## config.mk

```make
export PLATFORM = sky130hd
export DESIGN_NAME = trim_nvm_core
export DESIGN_NICKNAME = d
export VERILOG_FILES = /design/src/rtl/trim_pkg.sv /design/src/rtl/trim_sync.sv /design/src/rtl/trim_shift.sv /design/src/rtl/trim_store.sv /design/src/rtl/trim_readback.sv /design/src/rtl/trim_nvm_core.sv
export SDC_FILE = /design/constraint.sdc
export NUM_CORES = 1
export LEC_CHECK = 0
export BUFFER_PORTS_ARGS = -buffer_cell sky130_fd_sc_hd__buf_4
export CAP_MARGIN = 20
export CORE_MARGIN = 10
export CORE_UTILIZATION = 52
export DETAILED_ROUTE_END_ITERATION = 10
export PLACE_DENSITY_LB_ADDON = 0.05
export SLEW_MARGIN = 40
export SYNTH_ARGS = -nofsm -noshare
export SYNTH_HDL_FRONTEND = slang
export SYNTH_HIERARCHICAL = 1
export SYNTH_SLANG_ARGS = --single-unit
```

## constraint.sdc

```tcl
create_clock -name clk -period 4 [get_ports clk]
set_input_delay 0.6 -clock clk [delete_from_list [all_inputs] [get_ports clk]]
set_output_delay 0.6 -clock clk [all_outputs]
set_load 0.01 [all_outputs]
```

## src/rtl/trim_pkg.sv

```systemverilog
package trim_pkg;
  parameter int WORD_W = 11;
  parameter int SYNC_STAGES = 2;
  localparam int CODE_W = WORD_W - 1;
  typedef logic [WORD_W-1:0] word_t;
  typedef logic [CODE_W-1:0] code_t;
endpackage

```

## src/rtl/trim_sync.sv

```systemverilog
module trim_sync #(
  parameter int W = 2,
  parameter int STAGES = trim_pkg::SYNC_STAGES
) (
  input  logic         clk,
  input  logic         rst_n,
  input  logic [W-1:0] async_i,
  output logic [W-1:0] sync_o
);
  logic [STAGES-1:0][W-1:0] chain_q;

  generate
    for (genvar s = 0; s < STAGES; s++) begin : g_stage
      if (s == 0) begin : g_first
        always_ff @(posedge clk or negedge rst_n)
          if (!rst_n) chain_q[s] <= '0;
          else        chain_q[s] <= async_i;
      end else begin : g_next
        always_ff @(posedge clk or negedge rst_n)
          if (!rst_n) chain_q[s] <= '0;
          else        chain_q[s] <= chain_q[s-1];
      end
    end
  endgenerate

  assign sync_o = chain_q[STAGES-1];
endmodule

```

## src/rtl/trim_shift.sv

```systemverilog
module trim_shift
  import trim_pkg::*;
#(
  parameter int W = WORD_W
) (
  input  logic         clk,
  input  logic         rst_n,
  input  logic         sclk_s,
  input  logic         sdat_s,
  output logic [W-1:0] shreg_o
);
  logic sclk_prev_q;
  logic rise;
  logic [W-1:0] shreg_q;

  always_ff @(posedge clk or negedge rst_n)
    if (!rst_n) sclk_prev_q <= 1'b0;
    else        sclk_prev_q <= sclk_s;

  assign rise = sclk_s & ~sclk_prev_q;

  always_ff @(posedge clk or negedge rst_n)
    if (!rst_n)    shreg_q <= '0;
    else if (rise) shreg_q <= {sdat_s, shreg_q[W-1:1]};

  assign shreg_o = shreg_q;

  // a detected edge moves the word down and inserts at the top
  a_r2_shift_in: assert property (@(posedge clk) disable iff (!rst_n)
    rise |=> shreg_q == {$past(sdat_s), $past(shreg_q[W-1:1])});
  a_r5_hold_without_edge: assert property (@(posedge clk) disable iff (!rst_n)
    !rise |=> $stable(shreg_q));
endmodule

```

## src/rtl/trim_store.sv

```systemverilog
module trim_store
  import trim_pkg::*;
#(
  parameter int W = WORD_W
) (
  input  logic         clk,
  input  logic         rst_n,
  input  logic         strobe_i,
  input  logic         sclk_s,
  input  logic [W-1:0] shreg_i,
  output logic [W-1:0] stored_o
);
  typedef enum logic [1:0] {WR_NONE, WR_BULK, WR_OR} wr_kind_e;

  logic [W-1:0] inv_word;
  logic [W-1:0] stored_q;
  wr_kind_e     kind;

  assign inv_word = ~shreg_i;

  always_comb begin
    kind = WR_NONE;
    if (strobe_i && sclk_s) kind = inv_word[0] ? WR_BULK : WR_OR;
  end

  always_ff @(posedge clk or negedge rst_n)
    if (!rst_n) stored_q <= '0;
    else begin
      case (kind)
        WR_BULK: stored_q <= inv_word;
        WR_OR:   stored_q <= stored_q | inv_word;
        default: stored_q <= stored_q;
      endcase
    end

  assign stored_o = stored_q;

  a_r6_bulk_write: assert property (@(posedge clk) disable iff (!rst_n)
    (strobe_i && sclk_s && !shreg_i[0]) |=> stored_q == ~$past(shreg_i));
  a_r7_no_clear: assert property (@(posedge clk) disable iff (!rst_n)
    (strobe_i && sclk_s && shreg_i[0]) |=> (stored_q & $past(stored_q)) == $past(stored_q));
  a_r8_ignored_strobe: assert property (@(posedge clk) disable iff (!rst_n)
    !(strobe_i && sclk_s) |=> $stable(stored_q));
endmodule

```

## src/rtl/trim_readback.sv

```systemverilog
module trim_readback
  import trim_pkg::*;
#(
  parameter int W = WORD_W
) (
  input  logic         clk,
  input  logic         rst_n,
  input  logic         sclk_s,
  input  logic [W-1:0] shreg_i,
  input  logic [W-1:0] stored_i,
  output logic         verify_o,
  output logic         valid_o
);
  logic [W-1:0] zero_mask;
  logic [W-1:0] view;

  assign zero_mask = ~shreg_i;
  assign view      = stored_i | W'(1);
  assign valid_o   = sclk_s && ($countones(zero_mask) == 1);
  assign verify_o  = valid_o && |(zero_mask & view);

  a_r10_quiet_when_invalid: assert property (@(posedge clk) disable iff (!rst_n)
    !valid_o |-> !verify_o);
  a_r9_check_bit_reads_one: assert property (@(posedge clk) disable iff (!rst_n)
    (sclk_s && shreg_i == {{(W-1){1'b1}}, 1'b0}) |-> (valid_o && verify_o));
endmodule

```

## src/rtl/trim_nvm_core.sv

```systemverilog
module trim_nvm_core
  import trim_pkg::*;
(
  input  logic              clk,
  input  logic              rst_n,
  input  logic              ser_clk_i,
  input  logic              ser_dat_i,
  input  logic              prog_strobe_i,
  output logic [CODE_W-1:0] trim_code_o,
  output logic              verify_o,
  output logic              verify_valid_o
);
  logic [1:0]  sync_lines;
  logic        sclk_s;
  logic        sdat_s;
  word_t       shreg;
  word_t       stored;

  trim_sync #(.W(2)) u_sync (
    .clk     (clk),
    .rst_n   (rst_n),
    .async_i ({ser_clk_i, ser_dat_i}),
    .sync_o  (sync_lines)
  );
  assign sclk_s = sync_lines[1];
  assign sdat_s = sync_lines[0];

  trim_shift #(.W(WORD_W)) u_shift (
    .clk     (clk),
    .rst_n   (rst_n),
    .sclk_s  (sclk_s),
    .sdat_s  (sdat_s),
    .shreg_o (shreg)
  );

  trim_store #(.W(WORD_W)) u_store (
    .clk      (clk),
    .rst_n    (rst_n),
    .strobe_i (prog_strobe_i),
    .sclk_s   (sclk_s),
    .shreg_i  (shreg),
    .stored_o (stored)
  );

  trim_readback #(.W(WORD_W)) u_rb (
    .clk      (clk),
    .rst_n    (rst_n),
    .sclk_s   (sclk_s),
    .shreg_i  (shreg),
    .stored_i (stored),
    .verify_o (verify_o),
    .valid_o  (verify_valid_o)
  );

  assign trim_code_o = sclk_s ? shreg[WORD_W-1:1] : stored[WORD_W-1:1];

  a_r3_memory_mode: assert property (@(posedge clk) disable iff (!rst_n)
    !sclk_s |-> trim_code_o == stored[WORD_W-1:1]);
  a_r3_shift_mode: assert property (@(posedge clk) disable iff (!rst_n)
    sclk_s |-> trim_code_o == shreg[WORD_W-1:1]);
endmodule

```

==> out/summary.md, run 1 <==
- **result of the run** complete, but fails checks
- **failing checks** setup timing
- **Critical Path Sink Type** output pin
- **DPL Wire Length** 2060 um
- **final-stage net count** 151
- **die area** 5370 sq um
- **commonest non-fill, non-tap cells in the layout** sky130_fd_sc_hd__buf_4 (27), sky130_fd_sc_hd__dfrtp_1 (25), sky130_fd_sc_hd__mux2_4 (20)
- **Worst R2R Start** u_sync/sync_o[1]$_DFF_PN0_
- **final critical path time including I/O delays and setup** 4430 ps
- **data arrival at the endpoint of the critical path** 3830 ps
- **worst setup slack for register-to-register paths** 2490 ps
- **I/O Buffers** 16
- **Final Max Slew Viols** 0
- **overall track demand over capacity in global routing** 11.4%
- **worst-path maximum fanout** 2
- **capture point of the worst reg-to-reg path** u_store/stored_o[7]$_DFFE_PN0P_
- **relative max-transition margin** 64.9%
- **startpoint of the most critical setup path** u_shift/shreg_o[6]$_DFFE_PN0P_
- **kind of path behind the tightest hold check** input port to asynchronous set/reset pin
- **setup repair after global routing missed its margin** true
- **antenna cells** 0
- **wire length per cell after detailed routing** 17.0 um
- **YS warnings** 6
- **starting utilization of the core area** 54.0%
- **number of DRC violations after detailed routing** 0
- **global route total overflow** 0
- **number of hold violations in the final report** 0
- **H-tree levels** 1
- **cell breakdown of the critical path** inv_2 -> ha_4 -> inv_2 -> fa_1 -> fa_1 -> inv_1 -> fa_1 -> ha_2 -> inv_2 -> fa_2 -> a211oi_2 -> mux2i_1 -> nor2_2 -> a21boi_4 -> buf_6
- **total via count after detailed routing** 875
- **cell family contributing the most delay on the critical path** adder cells
- **worst-case reg-to-reg path depth** 2
- **Final GP Congestion** 0.730
- **WP data required** 3400 ps
- **placeable core region** 2730 sq um
- **post-synth net total** 122
- **number of filler cells placed in the layout** 214
- **post-route fraction of the period consumed by the critical path** 111%
- **root buffer cell** sky130_fd_sc_hd__clkbuf_4
- **later-pin clock latency in the skew report** 320 ps
- **drt initial violations** 58
- **slowest cell delay on critical path** 490 ps
- **CP max stage cell** sky130_fd_sc_hd__fa_1
- **number of buffers and inverters on the critical path** 5
- **number of antenna violations at the first check in global routing** 0
- **post-detailed-route via-to-cell ratio** 5.30
- **antenna viol nets, final** 0
- **number of core rows** 19
- **max-cap check violation count** 0
- **Clock Sinks** 26
- **DR pass1 iterations** 4
- **slew at the pin closest to its max-slew limit** 527 ps
- **number of buffers added by the clock tree synthesis step** 3
- **setup slack of the critical path after layout** -432 ps
- **clock-pin slew reported for the worst setup and hold paths after clock tree synthesis** 140 ps
- **Worst setup SP type** flip-flop
- **post-synthesis cell count** 106
- **Area Growth Syn to Fin** 20.7%
- **I/O pin count** 17
- **largest net degree at the start of global routing** 27
- **netlist area before placement** 1480 sq um
- **clock tree from TritonCTS** yes
- **highest attainable clock frequency** 0.226 GHz
- **clk buf depth** 2
- **Horiz. Die Dim** 73.3 um
- **ratio of cells with drive above 1 in the final layout** 50.0%
- **overall routed net length** 2800 um
- **number of setup violations in the final report** 2
- **global-route wire length before repair** 4710 um
- **synthesized area per cell** 13.9 sq um
- **worst slack, placed** -130 ps
- **via count of the first global-routing pass** 980
- **crit path kind** flip-flop to output pin
- **commonest non-fill, non-tap cell in the layout** sky130_fd_sc_hd__buf_4
- **final setup skew** 4.49 ps
- **Die Ht** 73.3 um
[final cells by class]
type	count	area (sq um)	area share, %
tap	31	38.8	2.18
timing repair buffer	29	225	12.6
clock inverter	1	30.0	1.69
multi-input combinational	57	744	41.8
inverter	18	67.6	3.79
clock buffer	3	22.5	1.26
sequential	26	652	36.6
[registers in the layout, summed over array words and instances, names as in the netlist]
name and count:
u_shift/shreg_o 11, u_sync/chain_q 2, u_shift/sclk_prev_q 1, u_sync/sync_o 2, u_store/stored_o 10
[metrics by stage]
step / area [sq um] / hold WS [ps] / std cells / TNS (ps) / util [%]
finish: 1780 / 157 / 165 / -771 / 65.1
global route: 1780 / 146 / 165 / -1210 / 65.1
CTS: 1780 / 158 / 165 / -846 / 65.1
detailed placement: 1670 / 336 / 158 / -172 / 61.2
global placement: 1670 / 333 / 158 / -39.0 / 61.2
floorplan: 1490 / 304 / 106 / 0 / -
[worst register-to-register path: stages (launching register included)]
cell and delay, ps:
sky130_fd_sc_hd__dfrtp_2 690, sky130_fd_sc_hd__nand3b_1 450, sky130_fd_sc_hd__o2bb2ai_1 260
[how the worst max path moves through the flow]
stage | end | slack, ps | depth (start not counted)
final | verify_o | -430 | 15
after global routing | verify_o | -660 | 15
after CTS | verify_o | -470 | 14
after detailed placement | verify_o | -130 | 15
after global placement | verify_o | -40 | 14
after floorplan | verify_o | 20 | 14
[routing by layer]
metal  vias to the layer above  global-route usage [%]  routed length (um)
li1                        423                       -                   -
met1                       434                    14.0                1250
met2                        16                    17.8                1360
met3                         2                    3.77                 156
met4                         0                    4.43                  26
met5                         -                       0                   0
[what timing repair did]
item	4_1_cts	5_1_grt
hold buffers	0	0
setup buffers	3	0
setup endpoints to repair	2	2
gates resized for setup	10	0
pin swaps	1	0
Power of run 1 is left out: the tool's default activity adds up to more than one toggle a clock period on the data nets, which glitch-free logic cannot reach.
==> run 2, diff against run 1 <==
CORE_UTILIZATION = 30   (was 52)
SYNTH_HIERARCHICAL = not set   (was 1)
==> run 2 against run 1 <==
The flow still finishes with violations (setup timing). Core utilization down 24 points. Setup slack better by 7.0 ps. Die area up 47%. Sequential share of layout area down 0.95 points. Routed wire length up 14%. Worst hold slack better by 63 ps. Final cell count up 35%. Non-clock buffer count up 6. Area after synthesis down 3.6%. Clock skew down 1.1 ps. Critical endpoint unchanged. Largest cell class unchanged.
==> out/summary.md, run 2 <==
- **Die Ht** 88.8 um
- **final worst hold slack** 220 ps
- **Worst R2R Start** u_sync.sync_o[1]$_DFF_PN0_
- **WP data required** 3400 ps
- **ratio of cells with drive above 1 in the final layout** 40.9%
- **final critical path time including I/O delays and setup** 4430 ps
- **root buffer cell** sky130_fd_sc_hd__clkbuf_8
- **total via count after detailed routing** 1,031
- **setup repair after global routing missed its margin** true
- **share of flip-flops with an asynchronous set or reset after synthesis** 100%
- **via count of the first global-routing pass** 1,122
- **Area Growth Syn to Fin** 28.3%
- **overall routed net length** 3180 um
- **number of hold violations in the final report** 0
- **Final GP Congestion** 0.782
- **total of flip-flops plus latches after synthesis** 26
- **crit path kind** flip-flop to output pin
- **slew at the pin closest to its max-slew limit** 722 ps
- **placeable core region** 4470 sq um
- **fraction of synthesized cell area taken by the top area cell type** 45.8%
- **die area** 7890 sq um
- **top cell types by occurrence after synthesis** sky130_fd_sc_hd__dfrtp_1 (26), sky130_fd_sc_hd__inv_1 (23), sky130_fd_sc_hd__nand2_1 (22)
- **data arrival at the endpoint of the critical path** 3830 ps
- **clock tree from TritonCTS** yes
- **fraction of the yosys area taken by sequential cells** 45.8%
- **final-stage net count** 192
- **Critical Path Sink Type** output pin
- **worst setup slack for register-to-register paths** 2140 ps
- **I/O pin count** 17
- **post-detailed-route via-to-cell ratio** 4.62
- **post-route fraction of the period consumed by the critical path** 111%
- **number of enable flip-flop cells after synthesis** 0
- **number of DRC violations after detailed routing** 0
- **global route total overflow** 0
- **post-synthesis cell count** 135
- **Final Max Slew Viols** 0
- **I/O Buffers** 16
- **overall track demand over capacity in global routing** 8.93%
- **capture point of the worst reg-to-reg path** u_shift.shreg_o[10]$_DFFE_PN0P_
- **leakage power of the design** 0.000869 uW
- **setup slack of the critical path after layout** -425 ps
- **worst-case reg-to-reg path depth** 2
- **Worst setup SP type** flip-flop
- **commonest non-fill, non-tap cell in the layout** sky130_fd_sc_hd__buf_4
- **final setup skew** 3.42 ps
- **number of core rows** 24
- **wire length per cell after detailed routing** 14.3 um
- **number of buffers and inverters on the critical path** 4
- **failing checks** setup timing
- **antenna cells** 0
- **number of setup violations in the final report** 2
- **power density over the cells** 760 nW/um^2
- **clock-pin slew reported for the worst setup and hold paths after clock tree synthesis** 90 ps
- **DR pass1 iterations** 4
- **worst slack, placed** -184 ps
- **later-pin clock latency in the skew report** 270 ps
- **antenna viol nets, final** 0
- **number of antenna violations at the first check in global routing** 0
- **Horiz. Die Dim** 88.8 um
- **synthesized area per cell** 10.5 sq um
- **Clock Sinks** 26
- **highest attainable clock frequency** 0.226 GHz
- **CP max stage cell** sky130_fd_sc_hd__fa_1
- **cell breakdown of the critical path** inv_2 -> ha_4 -> inv_2 -> fa_1 -> inv_2 -> fa_1 -> fa_1 -> ha_2 -> fa_2 -> or2_4 -> a2111oi_4 -> a21boi_2 -> buf_4
- **Synth area leaders** sky130_fd_sc_hd__dfrtp_1 (46%), sky130_fd_sc_hd__mux2_2 (8.7%), sky130_fd_sc_hd__fa_1 (8.5%), sky130_fd_sc_hd__ha_1 (7.9%), sky130_fd_sc_hd__o21ai_0 (7.0%)
- **H-tree levels** 1
- **cell family contributing the most delay on the critical path** adder cells
- **commonest non-fill, non-tap cells in the layout** sky130_fd_sc_hd__buf_4 (34), sky130_fd_sc_hd__dfrtp_1 (26), sky130_fd_sc_hd__nand2_1 (22)
- **max-cap check violation count** 0
- **VDD IR-drop max** 0.000461 V
- **clk buf depth** 2
- **Post-CTS Hold Buffers** 0
- **kind of path behind the tightest hold check** input port to asynchronous set/reset pin
- **drt initial violations** 32
- **result of the run** complete, but fails checks
- **post-synth net total** 155
- **library cell with the highest instance count after synthesis** sky130_fd_sc_hd__dfrtp_1
- **DPL Wire Length** 2430 um
- **largest net degree at the start of global routing** 27
- **global-route wire length before repair** 5510 um
- **number of distinct standard cells referenced by the synthesized netlist** 22
- **number of flip-flops in the largest register** 11
- **starting utilization of the core area** 31.8%
- **number of filler cells placed in the layout** 444
- **worst-path maximum fanout** 2
- **YS warnings** 0
- **slowest cell delay on critical path** 540 ps
- **post-synth top area cell** sky130_fd_sc_hd__dfrtp_1
- **number of buffers added by the clock tree synthesis step** 3
- **relative max-transition margin** 51.8%
- **Post-synth top flop** sky130_fd_sc_hd__dfrtp_1
- **netlist area before placement** 1420 sq um
run 2: area by class of cell:
| class | count | area [sq um] | area share, % |
|---|---|---|---|
| Clock buffer | 4 | 55.1 | 3.02 |
| Inverter | 24 | 90.1 | 4.94 |
| Multi-Input combinational cell | 82 | 697 | 38.2 |
| Sequential cell | 26 | 651 | 35.7 |
| Tap cell | 52 | 65.1 | 3.57 |
| Timing Repair Buffer | 35 | 267 | 14.6 |
run 2: what timing repair did:
| item | in CTS | in global routing |
|---|---|---|
| pin swaps | 0 | 1 |
| resized for setup | 0 | 13 |
| setup buffers | 1 | 4 |
| endpoints found under the hold margin | 0 | 0 |
| endpoints found under the setup margin | 2 | 2 |
run 2: logic make-up (layout without fill, tap and decap cells):
logic type / Yosys count / after routing / synth area share [%]
buf+inv: 27 / 63 / 7.22
compound gates: 27 / 27 / 13.0
mux: 11 / 11 / 8.71
fa+ha+maj: 15 / 15 / 16.4
simple gates: 29 / 29 / 8.89
flops: 26 / 26 / 45.8
run 2: how the worst max path moves through the flow:
stage | end | depth (start not counted) | slack (ps) | from
after global routing | verify_o | 13 | -590 | u_shift.shreg_o[9]$_DFFE_PN0P_
after detailed placement | verify_o | 13 | -180 | u_shift.shreg_o[8]$_DFFE_PN0P_
after CTS | verify_o | 13 | -500 | u_shift.shreg_o[8]$_DFFE_PN0P_
final | verify_o | 13 | -430 | u_shift.shreg_o[8]$_DFFE_PN0P_
after floorplan | verify_o | 12 | -80 | u_shift.shreg_o[8]$_DFFE_PN0P_
after global placement | verify_o | 13 | -140 | u_shift.shreg_o[8]$_DFFE_PN0P_
run 2: report_power, final:
group	total [uW]	leakage, uW	internal, uW	switching, uW
sequential	345	0.000319	309	35.4
clock	170	0.0000288	88.0	81.6
combinational	872	0.000522	447	425
run 2: routing by layer:
| layer | GRT usage [%] | vias up | wire length (um) |
|---|---|---|---|
| met5 | 0 | - | 0 |
| met4 | 1.76 | 0 | 19 |
| met3 | 2.57 | 4 | 122 |
| met2 | 14.7 | 17 | 1530 |
| met1 | 11.4 | 496 | 1510 |
| li1 | - | 514 | - |
run 2: stage by stage:
step                utilization (%)  instance area (sq um)  std cells  setup TNS, ps  total power, uW
finish                         40.8                   1820        223           -767             1390
detailed placement             38.2                   1710        214           -303             1170
CTS                            39.6                   1770        219           -932             1370
global route                   40.8                   1820        223          -1090             1540
global placement               38.2                   1710        214           -216             1160
floorplan                         -                   1430        135          -79.5              910
(Power assumes the default switching activity.)
